[src/rtl/sar_seq_pkg.sv]
package sar_seq_pkg;

  typedef enum logic [1:0] {
    KIND_EXT  = 2'd0,
    KIND_TEST = 2'd1,
    KIND_PD   = 2'd2,
    KIND_RSVD = 2'd3
  } addrKind_e;

  // control -> datapath strobes
  typedef struct packed {
    logic startConv;  // load MSB trial, capture test selection
    logic decide;     // resolve current bit, try next one
    logic latch;      // copy finished code to result register
  } seqStrobe_t;

  localparam logic [3:0] ADDR_LAST_EXT = 4'hA;
  localparam logic [3:0] ADDR_TEST_MID = 4'hB;
  localparam logic [3:0] ADDR_TEST_LO  = 4'hC;
  localparam logic [3:0] ADDR_TEST_HI  = 4'hD;
  localparam logic [3:0] ADDR_PWR_DN   = 4'hE;

  function automatic addrKind_e decodeAddr(input logic [3:0] a);
    if (a <= ADDR_LAST_EXT)    return KIND_EXT;
    else if (a <= ADDR_TEST_HI) return KIND_TEST;
    else if (a == ADDR_PWR_DN)  return KIND_PD;
    else                        return KIND_RSVD;
  endfunction

endpackage

[src/rtl/sar_seq_ctrl.sv]
module sar_seq_ctrl
  import sar_seq_pkg::*;
#(
  parameter int STEPS    = 12,
  parameter int CONV_DIV = 4
) (
  input  logic       clk,
  input  logic       rstN,
  input  logic       startPulse,
  input  logic [3:0] addrIn,
  input  logic       abortIn,
  output seqStrobe_t strobe,
  output logic       eocFlag,
  output logic       powerDown
);

  localparam int DIV_W  = (CONV_DIV > 1) ? $clog2(CONV_DIV) : 1;
  localparam int STEP_W = $clog2(STEPS + 1);
  localparam logic [DIV_W-1:0]  DIV_LAST  = DIV_W'(CONV_DIV - 1);
  localparam logic [STEP_W-1:0] STEP_LAST = STEP_W'(STEPS - 1);

  typedef enum logic [1:0] {ST_IDLE, ST_CONV, ST_LATCH} state_e;

  state_e            state;
  logic [DIV_W-1:0]  divCnt;
  logic [STEP_W-1:0] stepCnt;
  addrKind_e         kind;
  logic              acceptStart;
  logic              divWrap;

  always_comb begin
    kind             = decodeAddr(addrIn);
    acceptStart      = (state == ST_IDLE) && startPulse;
    divWrap          = (divCnt == DIV_LAST);
    strobe.startConv = acceptStart && ((kind == KIND_EXT) || (kind == KIND_TEST));
    strobe.decide    = (state == ST_CONV) && !abortIn && divWrap;
    strobe.latch     = (state == ST_LATCH);
  end

  always_ff @(posedge clk or negedge rstN) begin
    if (!rstN) begin
      state     <= ST_IDLE;
      divCnt    <= '0;
      stepCnt   <= '0;
      eocFlag   <= 1'b1;
      powerDown <= 1'b0;
    end else begin
      case (state)
        ST_IDLE: begin
          if (strobe.startConv) begin
            state     <= ST_CONV;
            eocFlag   <= 1'b0;
            powerDown <= 1'b0;
            divCnt    <= '0;
            stepCnt   <= '0;
          end else if (acceptStart && (kind == KIND_PD)) begin
            powerDown <= 1'b1;
          end
        end
        ST_CONV: begin
          if (abortIn) begin
            state   <= ST_IDLE;
            eocFlag <= 1'b1;
          end else if (divWrap) begin
            divCnt <= '0;
            if (stepCnt == STEP_LAST) state <= ST_LATCH;
            else                      stepCnt <= stepCnt + 1'b1;
          end else begin
            divCnt <= divCnt + 1'b1;
          end
        end
        ST_LATCH: begin
          state   <= ST_IDLE;
          eocFlag <= 1'b1;
        end
        default: state <= ST_IDLE;
      endcase
    end
  end

endmodule

[src/rtl/sar_seq_dp.sv]
module sar_seq_dp
  import sar_seq_pkg::*;
#(
  parameter int RES_BITS = 12
) (
  input  logic                clk,
  input  logic                rstN,
  input  seqStrobe_t          strobe,
  input  logic [3:0]          addrIn,
  input  logic                cmpAbove,
  output logic [RES_BITS-1:0] trialCode,
  output logic [RES_BITS-1:0] resultCode
);

  localparam logic [RES_BITS-1:0] MSB_ONE   = {1'b1, {(RES_BITS-1){1'b0}}};
  localparam logic [RES_BITS-1:0] LEVEL_LO  = '0;
  localparam logic [RES_BITS-1:0] LEVEL_HI  = '1;
  localparam logic [RES_BITS-1:0] LEVEL_MID = MSB_ONE;

  logic [RES_BITS-1:0] sarReg;
  logic [RES_BITS-1:0] bitMask;
  logic [RES_BITS-1:0] fixedLevel;
  logic [RES_BITS-1:0] resultReg;
  logic                useFixed;

  logic                decision;
  logic [RES_BITS-1:0] keptCode;
  logic [RES_BITS-1:0] nextMask;
  logic [RES_BITS-1:0] levelSel;

  always_comb begin
    case (addrIn)
      ADDR_TEST_MID: levelSel = LEVEL_MID;
      ADDR_TEST_HI:  levelSel = LEVEL_HI;
      default:       levelSel = LEVEL_LO;
    endcase
    // internal ideal comparator for self-test levels
    decision = useFixed ? (fixedLevel >= sarReg) : cmpAbove;
    keptCode = decision ? sarReg : (sarReg & ~bitMask);
    nextMask = bitMask >> 1;
  end

  always_ff @(posedge clk or negedge rstN) begin
    if (!rstN) begin
      sarReg     <= '0;
      bitMask    <= '0;
      fixedLevel <= '0;
      useFixed   <= 1'b0;
      resultReg  <= '0;
    end else begin
      if (strobe.startConv) begin
        sarReg     <= MSB_ONE;
        bitMask    <= MSB_ONE;
        useFixed   <= (decodeAddr(addrIn) == KIND_TEST);
        fixedLevel <= levelSel;
      end else if (strobe.decide) begin
        sarReg  <= keptCode | nextMask;
        bitMask <= nextMask;
      end
      if (strobe.latch) resultReg <= sarReg;
    end
  end

  assign trialCode  = sarReg;
  assign resultCode = resultReg;

endmodule

[src/rtl/sar_seq_top.sv]
module sar_seq_top
  import sar_seq_pkg::*;
#(
  parameter int RES_BITS = 12,
  parameter int CONV_DIV = 4
) (
  input  logic                clk,
  input  logic                rstN,
  input  logic                startPulse,
  input  logic [3:0]          addrIn,
  input  logic                abortIn,
  input  logic                cmpAbove,
  output logic [RES_BITS-1:0] trialCode,
  output logic [RES_BITS-1:0] resultCode,
  output logic                eocFlag,
  output logic                powerDown
);

  seqStrobe_t strobe;

  sar_seq_ctrl #(.STEPS(RES_BITS), .CONV_DIV(CONV_DIV)) ctrl_i (
    .clk(clk), .rstN(rstN), .startPulse(startPulse), .addrIn(addrIn),
    .abortIn(abortIn), .strobe(strobe), .eocFlag(eocFlag), .powerDown(powerDown)
  );

  sar_seq_dp #(.RES_BITS(RES_BITS)) dp_i (
    .clk(clk), .rstN(rstN), .strobe(strobe), .addrIn(addrIn),
    .cmpAbove(cmpAbove), .trialCode(trialCode), .resultCode(resultCode)
  );

endmodule

[config.mk]
export PLATFORM = sky130hd
export DESIGN_NAME = sar_seq_top
export DESIGN_NICKNAME = d
export VERILOG_FILES = /design/src/rtl/sar_seq_pkg.sv /design/src/rtl/sar_seq_ctrl.sv /design/src/rtl/sar_seq_dp.sv /design/src/rtl/sar_seq_top.sv
export SDC_FILE = /design/constraint.sdc
export NUM_CORES = 1
export LEC_CHECK = 0
export BUFFER_PORTS_ARGS = -buffer_cell sky130_fd_sc_hd__buf_2
export CAP_MARGIN = 10
export CORE_MARGIN = 2
export CORE_UTILIZATION = 40
export CTS_BUF_LIST = sky130_fd_sc_hd__clkbuf_16
export DETAILED_ROUTE_END_ITERATION = 8
export GPL_TIMING_DRIVEN = 0
export PLACE_DENSITY = 0.62
export SYNTH_ARGS = -nofsm -noshare
export SYNTH_HDL_FRONTEND = slang
export SYNTH_HIERARCHICAL = 1
export SYNTH_SLANG_ARGS = --single-unit
[constraint.sdc]
create_clock -name clk -period 1.9 [get_ports clk]
set_input_delay 0.475 -clock clk [delete_from_list [all_inputs] [get_ports clk]]
set_output_delay 0.475 -clock clk [all_outputs]
set_load 0.01 [all_outputs]
# Word level (Yosys, flattened, before mapping)
# Cells that the tools add are included.
[totals]
wordCells = 83
register_bits = 59
[op_classes]
eq_ne = 17
n_mux = 30
bitwise = 3
n_addsub = 2
n_reduce_logical = 18
n_lt_le_gt_ge = 3
[ops]
columns = ["op", "n"]
rows = [
  ["$mux W12", 5],
  ["$pmux W12 S2", 1],
  ["$mux W2", 10],
  ["$eq A4 B4 Y1 const B", 4],
  ["$mux W4", 4],
  ["$and A12 B12 Y12", 1],
  ["$ge A12 B12 Y1", 1],
  ["$not A12 Y12", 1],
  ["$or A12 B11 Y12", 1],
  ["$reduce_and A3 Y1", 3],
  ["$le A4 B4 Y1 const B", 2],
  ["$pmux W2 S2", 2],
  ["$pmux W4 S2", 1],
  ["$eq A2 B1 Y1 const B", 3],
  ["$eq A2 B2 Y1 const B", 3],
  ["$mux W1", 6],
  ["$ne A2 B2 Y1 const B", 3],
  ["$reduce_bool A2 Y1", 3],
  ["$logic_and A1 B1 Y1", 5],
  ["$reduce_and A5 Y1", 1],
  ["$add A4 B1 Y4 const B", 1],
  ["$logic_not A2 Y1", 2],
  ["$ne A2 B1 Y1 const B", 2],
  ["$ne A3 B2 Y1 const B", 1],
  ["other kinds (7)", 7],
]

# Logic depth before layout (Yosys ltp)
# Gate-level depths: netlist of run 1.
[logic_depth]
depth_word = 9
depth_mapped = 9
ltp_nobuf = 7

# Hierarchy
# Netlist of run 1, hierarchy kept.
[by_module_without_submodules]
columns = ["mod", "seq_area_each_um2", "n_inst", "cells_per_inst", "area_each_um2"]
rows = [
  ["sar_seq_dp", 975.9, 1, 173, 1835.5],
  ["sar_seq_ctrl", 251.5, 1, 64, 625.6],
]

# Worst setup path after synthesis of run 1
# Ideal clock, no wire load.
[synth_timing]
path_kind = "register -> register"
start = "reg dp_i.fixedLevel[10]"
end = "reg dp_i.sarReg[10] (netlist: dp_i/trialCode[10])"
path_slack_ns = -0.051
t_arrival_ns = 1.808
n_path_buf = 1
path_stages_with_launch = 8
synth_period_minus_slack_ns = 1.951
cell_sequence = "dfrtp_1 ha_1 a21oi_1 nand2_1 a2111oi_2 a2bb2oi_2 buf_4 a221oi_1"
[synth_via]
elab_chain_cells = 6
[synth_lines]
columns = ["element", "line_no", "rtl"]
rows = [
  ["start: declaration", "sar_seq_dp.sv:22", "logic [RES_BITS-1:0] fixedLevel;"],
  ["start signal: assignment", "sar_seq_dp.sv:55", "fixedLevel <= levelSel;"],
  ["$ge A12 B12 Y1", "sar_seq_dp.sv:38", "decision = useFixed ? (fixedLevel >= sarReg) : cmpAbove;"],
  ["$mux W1", "sar_seq_dp.sv:38", ""],
  ["$mux W12", "sar_seq_dp.sv:39", "keptCode = decision ? sarReg : (sarReg & ~bitMask);"],
  ["$or A12 B11 Y12", "sar_seq_dp.sv:57", "sarReg <= keptCode | nextMask;"],
  ["$mux W12", "sar_seq_dp.sv:56", "end else if (strobe.decide) begin"],
  ["$mux W12", "sar_seq_dp.sv:51", "if (strobe.startConv) begin"],
  ["end signal: assignment", "sar_seq_dp.sv:57", ""],
  ["end: declaration", "sar_seq_dp.sv:20", "logic [RES_BITS-1:0] sarReg;"],
]
# No other way between the ends. The select of a mux whose other input is x is not followed.
# A chain may end at the register's enable or synchronous reset.

# Final worst setup path of run 1
[layout_timing]
start = "reg dp_i.fixedLevel[10]"
end = "reg dp_i.sarReg[6] (netlist: dp_i/trialCode[6])"
# The elaborated chain is that of the path after synthesis.

==> results.md, run 1 <==
- Width of the chip: 82.44 microns
- DP Area: 2730 sq um
- Slowest library cell on the worst path: dfrtp_2
- Routed via count divided by cell count: 5.460
- Reg2Reg Launch Point: dp_i/fixedLevel[10]
- Area of the multi-input gates: 1325 sq um
- Die height: 82.44 microns
- Power density cells: 1061 nW/um^2
- IO Pins: 35
- Final cell area excluding filler cells: 3166 sq um
- Classification of the worst-slack hold path: in -> async
- Endpoints failing hold: 0
- Flop-to-flop setup slack: -0.02 ns
- Number of buffers between clock root and the deepest sink: 2
- Clock root buffer master: clkbuf_16
- Placer's final routability congestion estimate: 0.7612
- Crit-path most repeated cell: buf_6
- Switching power as a share of total power: 33.59%
- Highest fanout seen on the critical path: 6
- Setup_tns: -0.1188 ns
- Status: complete, but fails checks
- Final WL: 5691 microns
- Initial antenna violation count: 0
- Number of fillers in the final layout: 507
- TritonCTS clock tree: built
- Max Cap Viol: 0
- Seq pwr share: 38.7%
- Core region area: 5921 sq um
- Worst setup path category: reg -> reg
- Top FF cell, synth: dfrtp_1
- Portion of total power attributed to combinational logic: 36.1%
- Area of the mapped netlist: 2461 sq um
- Number of optimization iterations in the first detailed-route pass: 4
- Placed instance count: 346
- Final routed DRC violation total: 0
- CP Cell Sequence: buf_6 > ha_4 > a21o_1 > a31oi_4 > o21ai_2 > a2bb2oi_2 > buf_6 > a221oi_2
- Syn. warnings: 6
- HPWL after detailed placement: 3672 microns
- Post-Syn Nets: 265
- Number of diodes: 0
- Share of layout cells above drive strength 1: 37.06%
- Setup ws final: -0.02218 ns
- Remaining number of nets flagged by the antenna check after routing: 0
- Clk Latency, worst-skew pair: 0.29 ns
- Clock Sinks: 49
- Total CTS buffers: 5
- Cell Count, Final, Fillers Out: 361
- Average size of a mapped cell: 10.38 sq um
- Register area: 1229 sq um
- Final net count: 313
- Post-detailed-route wirelength per cell: 15.76 microns
- Layout-stage area growth over the synthesis result: 28.62%
- Commonest cells after routing, fill and taps aside: dfrtp_1, buf_2, nand2_1, a21oi_1, inv_1
- All-Layer GR Usage: 17.04%
- Overflow after GRT: 0
- Startpoint type of the worst setup path: register
- Std cell rows: 28
- Arrival time reported for the critical path endpoint: 2.08 ns
- Violated checks: negative setup slack
- Endpoint type of the worst setup path: register
- Worst vdd ir: 632.2 uV
- Detailed router's first-iteration violation count: 95
- Die outline area: 6796 sq um
- Static Leak: 1.504 nW
- Post-synth EDFFs: 0
- Quantity of hold-fixing buffers added after cts: 0
- Clock network fraction of design power: 25.2%
- Sequential share of the synthesized area: 49.87%
- Count of unique library cells instantiated by Yosys: 36
- Most common library cell in the layout ignoring fill and taps: dfrtp_1
- FMAX: 520.2 MHz
- Vias: 1971
- Global-route wire length before repair: 8659 microns
- Count of input and output buffers: 34
- Synth async-reset ratio: 100.0%
- Final period util: 101.2%
- Setup repair after global routing missed its margin: true
- Total power consumption of the routed design: 3.360 mW
- Starting density of the core: 41.57%
- H-tree depth: 2
- Register bit total from synthesis: 49
- Reg2reg end: dp_i/trialCode[6]
- P_sw: 1.128 mW
- Via count of the first global-routing pass: 1773
- Least-Margin Pin Slew: 1.102 ns
- Slew Limit Headroom: 26.55%
- Critical path's largest stage delay: 0.49 ns
- Mapped Cells: 237
- Depth of the most critical reg-to-reg path: 8
- Setup Skew: 0.007922 ns
- Required time at the endpoint of the critical path: 2.05 ns
- Minimum clock period: 1.922 ns
- Setup-failing EPs final: 11
- Largest net degree at the start of global routing: 50
- Total count of max-transition violations in the final report: 0
- Internal power of the cells: 2.231 mW
- Clock-pin slew on the worst setup and hold paths: 0.06 ns
what timing repair did:
item                                    CTS  global route
endpoints found under the setup margin   29            25
cloned                                    1             0
pin swaps                                 4            10
resized for setup                        22            28
setup buffers                             5             2
registers in the layout (all words and copies together) (netlist names):
| register | cells |
|---|---|
| dp_i/trialCode | 12 |
| ctrl_i/stepCnt | 4 |
| ctrl_i/powerDown | 1 |
| ctrl_i/eocFlag | 1 |
| ctrl_i/divCnt | 2 |
| dp_i/useFixed | 1 |
| ctrl_i/state | 2 |
| dp_i/resultCode | 12 |
| dp_i/bitMask | 12 |
| dp_i/fixedLevel | 2 |
routing by layer:
| metal | part of all wire (%) | global-route usage [%] | up-vias |
|---|---|---|---|
| met3 | 4.6 | 3.913 | 9 |
| met5 | 0 | 0 | - |
| li1 | - | - | 937 |
| met1 | 45 | 22.79 | 981 |
| met4 | 1.6 | 5.833 | 0 |
| met2 | 49 | 27.18 | 44 |
power groups by stage:
| stage | logic, mW | clock network [mW] | registers (mW) |
|---|---|---|---|
| 2_1_floorplan | 0.644 | 0 | 1.31 |
| 3_3_place_gp | 0.866 | 0 | 1.32 |
| 3_5_place_dp | 0.883 | 0 | 1.32 |
| 4_1_cts | 1.04 | 0.869 | 1.30 |
| 5_1_grt | 1.35 | 0.901 | 1.32 |
| 6_report | 1.21 | 0.846 | 1.30 |
cells in the mapped netlist (all sizes together) (2+ instances only):
library cell,count,area (sq um)
mux2i,2,20.02
a21oi,28,140.1
nand3,4,20.02
and2b,2,17.52
clkbuf,6,22.52
a22o,2,17.52
dfrtp,48,1201
mux2,15,168.9
buf,3,18.76
inv,19,71.32
nor2b,3,18.77
nand2,33,123.9
nand2b,2,12.51
nor3b,2,15.01
a21o,3,22.52
a31oi,2,12.51
o21ai,7,35.03
nor2,10,37.54
ha,19,237.7
nand4,4,25.02
a221oi,10,87.58
kinds of logic (layout without fill, tap and decap cells):
family	Yosys count	count (layout)	share of synthesized area, %
AOI/OAI and AO/OA	59	59	15.86
adders and majority gates	19	19	9.659
buffers and inverters	28	77	4.575
DFF	49	49	49.87
muxes	17	17	7.677
and+or+nand+nor	65	65	12.35
worst max-delay path by stage:
stage	to	cells past startpoint	startpoint
2_1_floorplan	dp_i/trialCode[10]	8	ctrl_i/state[1]
4_1_cts	dp_i/trialCode[6]	8	ctrl_i/state[1]
3_5_place_dp	dp_i/trialCode[10]	8	ctrl_i/state[1]
6_report	dp_i/trialCode[6]	8	dp_i/fixedLevel[10]
3_3_place_gp	dp_i/trialCode[6]	8	ctrl_i/state[1]
5_1_grt	dp_i/trialCode[6]	8	dp_i/fixedLevel[10]
per-stage QoR:
| stage | setup WS [ns] | utilization [%] | hold slack [ns] |
|---|---|---|---|
| 2_1_floorplan | 0.01222 | - | 0.1794 |
| 3_3_place_gp | -0.3673 | 46.11 | 0.4703 |
| 3_5_place_dp | -0.3553 | 46.11 | 0.4844 |
| 4_1_cts | 0.004179 | 50.55 | 0.4345 |
| 5_1_grt | -0.1125 | 53.47 | 0.4926 |
| 6_report | -0.02218 | 53.47 | 0.4035 |
worst max-delay path, delay by kind of cell (launching register included):
family          cells  cell delay, ns
buf+inv             2            0.34
compound gates      5            0.73
flops               1            0.49
fa+ha+maj           1            0.22
layout make-up:
type,count,area share (%)
buffer,8,2.016
clock buffer,5,3.953
clock inverter,3,0.4348
inverter,19,2.332
multi-input combinational,160,41.86
sequential,49,38.81
tap,75,2.964
timing repair buffer,42,7.628
(Power assumes the default switching activity.)
==> run 2: changes to the inputs <==
==> constraint.sdc (replaced) <==
create_clock -name clk -period 1.6 [get_ports clk]
set_input_delay 0.08 -clock clk [delete_from_list [all_inputs] [get_ports clk]]
set_output_delay 0.08 -clock clk [all_outputs]
set_load 0.01 [all_outputs]
==> run 2 against run 1 <==
  * The flow still finishes with violations (negative setup slack)
  * Maximum frequency decreased by 0.95%
  * Critical path depth unchanged
  * Clock skew shrank 0.0032 ns
  * Sequential share of layout area decreased by 4.5 points
  * Core utilization is 7.1 points higher
  * Combinational power up 55%
  * Largest power group is now combinational logic
  * Non-clock buffer count grew 15
  * Setup slack worse by 0.32 ns
  * Register-to-register slack got worse by 0.32 ns
  * First-iteration DRC count up 88%
  * Global-route usage is 3.2 points higher
  * Routed wire length up 10%
==> results.md, run 2 (synthesized netlist as in run 1, its figures left out) <==
- Status: complete, but fails checks (unchanged)
- Violated checks: negative setup slack (unchanged)
- Share of layout cells above drive strength 1: 54.15% (was 37.06%)
- Setup ws final: -0.3405 ns (was -0.02218 ns)
- IO Pins: 35 (unchanged)
- Reg2Reg Launch Point: dp_i/fixedLevel[10] (unchanged)
- Quantity of hold-fixing buffers added after cts: 0 (unchanged)
- Flop-to-flop setup slack: -0.34 ns (was -0.02 ns)
- Endpoints failing hold: 0 (unchanged)
- Least-Margin Pin Slew: 1.104 ns (was 1.102 ns)
- Number of diodes: 0 (unchanged)
- Remaining number of nets flagged by the antenna check after routing: 0 (unchanged)
- Setup repair after global routing missed its margin: true (unchanged)
- H-tree depth: 2 (unchanged)
- Placed instance count: 346 (unchanged)
- Cell Count, Final, Fillers Out: 376 (was 361)
- Endpoint type of the worst setup path: register (unchanged)
- Via count of the first global-routing pass: 1976 (was 1773)
- Post-detailed-route wirelength per cell: 16.71 microns (was 15.76 microns)
- Starting density of the core: 41.57% (unchanged)
- Die outline area: 6796 sq um (unchanged)
- Startpoint type of the worst setup path: register (unchanged)
- Worst slack on hold paths: 0.008597 ns (was 0.4035 ns)
- Power density cells: 1241 nW/um^2 (was 1061 nW/um^2)
- Final WL: 6283 microns (was 5691 microns)
- Arrival time reported for the critical path endpoint: 2.11 ns (was 2.08 ns)
- Commonest cells after routing, fill and taps aside: dfrtp_1, buf_2, nand2_2, inv_1, a21oi_2 (was dfrtp_1, buf_2, nand2_1, a21oi_1, inv_1)
- Reg2reg end: dp_i/trialCode[0] (was dp_i/trialCode[6])
- Overflow after GRT: 0 (unchanged)
- Clock Sinks: 49 (unchanged)
- Die height: 82.44 microns (unchanged)
- Minimum clock period: 1.941 ns (was 1.922 ns)
- Placer's final routability congestion estimate: 0.7877 (was 0.7612)
- Worst vdd ir: 673.0 uV (was 632.2 uV)
- Number of optimization iterations in the first detailed-route pass: 4 (unchanged)
- Routed via count divided by cell count: 5.370 (was 5.460)
- Clk Latency, worst-skew pair: 0.29 ns (about the same)
- Std cell rows: 28 (unchanged)
- FMAX: 515.3 MHz (was 520.2 MHz)
- Setup Skew: 0.004728 ns (was 0.007922 ns)
- Clock root buffer master: clkbuf_16 (unchanged)
- All-Layer GR Usage: 20.22% (was 17.04%)
- Layout-stage area growth over the synthesis result: 45.75% (was 28.62%)
- Highest fanout seen on the critical path: 5 (was 6)
- Number of buffers between clock root and the deepest sink: 2 (unchanged)
- Initial antenna violation count: 0 (unchanged)
- Clock-pin slew on the worst setup and hold paths: 0.06 ns (about the same)
- Required time at the endpoint of the critical path: 1.77 ns (was 2.05 ns)
- Count of input and output buffers: 34 (unchanged)
- Total count of max-transition violations in the final report: 0 (unchanged)
- Final net count: 328 (was 313)
- TritonCTS clock tree: built (unchanged)
- Global-route wire length before repair: 10070 microns (was 8659 microns)
- Most common library cell in the layout ignoring fill and taps: dfrtp_1 (unchanged)
- Setup-failing EPs final: 28 (was 11)
- Worst setup path category: reg -> reg (unchanged)
- Slew Limit Headroom: 26.40% (was 26.55%)
- HPWL after detailed placement: 3917 microns (was 3672 microns)
- Width of the chip: 82.44 microns (unchanged)
- Largest net degree at the start of global routing: 50 (unchanged)
- Final routed DRC violation total: 0 (unchanged)
- Total CTS buffers: 5 (unchanged)
- Classification of the worst-slack hold path: in -> async (unchanged)
- Static Leak: 1.635 nW (was 1.504 nW)
- Depth of the most critical reg-to-reg path: 8 (unchanged)
- Max Cap Viol: 0 (unchanged)
- Vias: 2019 (was 1971)
- Detailed router's first-iteration violation count: 179 (was 95)
- Final period util: 121.3% (was 101.2%)
- Core region area: 5921 sq um (unchanged)
- Final Core Density: 60.59% (was 53.47%)
[run 2: layout make-up]
class                   instances  area, sq um
clock inverters                 3        12.51
fillers                       480         2333
clock buffers                   5        125.1
inverters                      19        76.32
well taps                      75        93.84
repair buffers                 56        409.1
multi-input cells             160         1519
plain buffers                   9        121.4
flip-flops and latches         49         1230
[run 2: worst max-delay path, cell delays in order, from the launching register on]
cell and delay (ns):
dfrtp_2 0.43, buf_6 0.15, ha_4 0.22, a21oi_2 0.13, nand2_2 0.08, a2111oi_4 0.36
a2bb2oi_4 0.23, buf_6 0.17, a211oi_2 0.07
[run 2: where the power goes]
part / switching [mW] / internal [mW] / total [mW]
clock: 0.440 / 0.566 / 1.01
combinational: 0.935 / 0.945 / 1.88
sequential: 0.156 / 1.41 / 1.57
total: 1.53 / 2.92 / 4.45
[run 2: routing by layer]
| layer | global-route usage, % | part of all wire, % |
|---|---|---|
| met5 | 0 | 0 |
| met3 | 3.587 | 3.7 |
| met1 | 27.72 | 46 |
| met2 | 32.34 | 50 |
| met4 | 6.667 | 0.92 |
[run 2: worst max path at each step]
stage / slack (ns) / depth (start not counted) / endpoint / startpoint
after floorplan: -0.21 / 7 / dp_i/trialCode[10] / dp_i/fixedLevel[10]
after global placement: -0.50 / 8 / dp_i/trialCode[9] / dp_i/fixedLevel[10]
after detailed placement: -0.50 / 8 / dp_i/trialCode[10] / dp_i/fixedLevel[10]
after CTS: -0.30 / 8 / dp_i/trialCode[7] / dp_i/fixedLevel[10]
after global routing: -0.42 / 8 / dp_i/trialCode[3] / dp_i/fixedLevel[10]
final: -0.34 / 8 / dp_i/trialCode[0] / dp_i/fixedLevel[10]
[run 2: through the flow]
| step | worst slack [ns] | area (sq um) | TNS, ns | power [mW] |
|---|---|---|---|---|
| floorplan | -0.2130 | 2604 | -2.335 | 2.473 |
| global placement | -0.5013 | 2868 | -12.32 | 2.753 |
| detailed placement | -0.4964 | 2868 | -12.95 | 2.800 |
| CTS | -0.2970 | 3453 | -4.017 | 4.305 |
| global route | -0.4216 | 3587 | -6.912 | 4.726 |
| finish | -0.3405 | 3587 | -4.702 | 4.452 |
[run 2: repair_timing]
| item | CTS | global route |
|---|---|---|
| gates cloned | 3 | 0 |
| setup buffers | 18 | 2 |
| setup endpoints to repair | 43 | 46 |
| gates resized for setup | 65 | 38 |
| pin swaps | 29 | 11 |
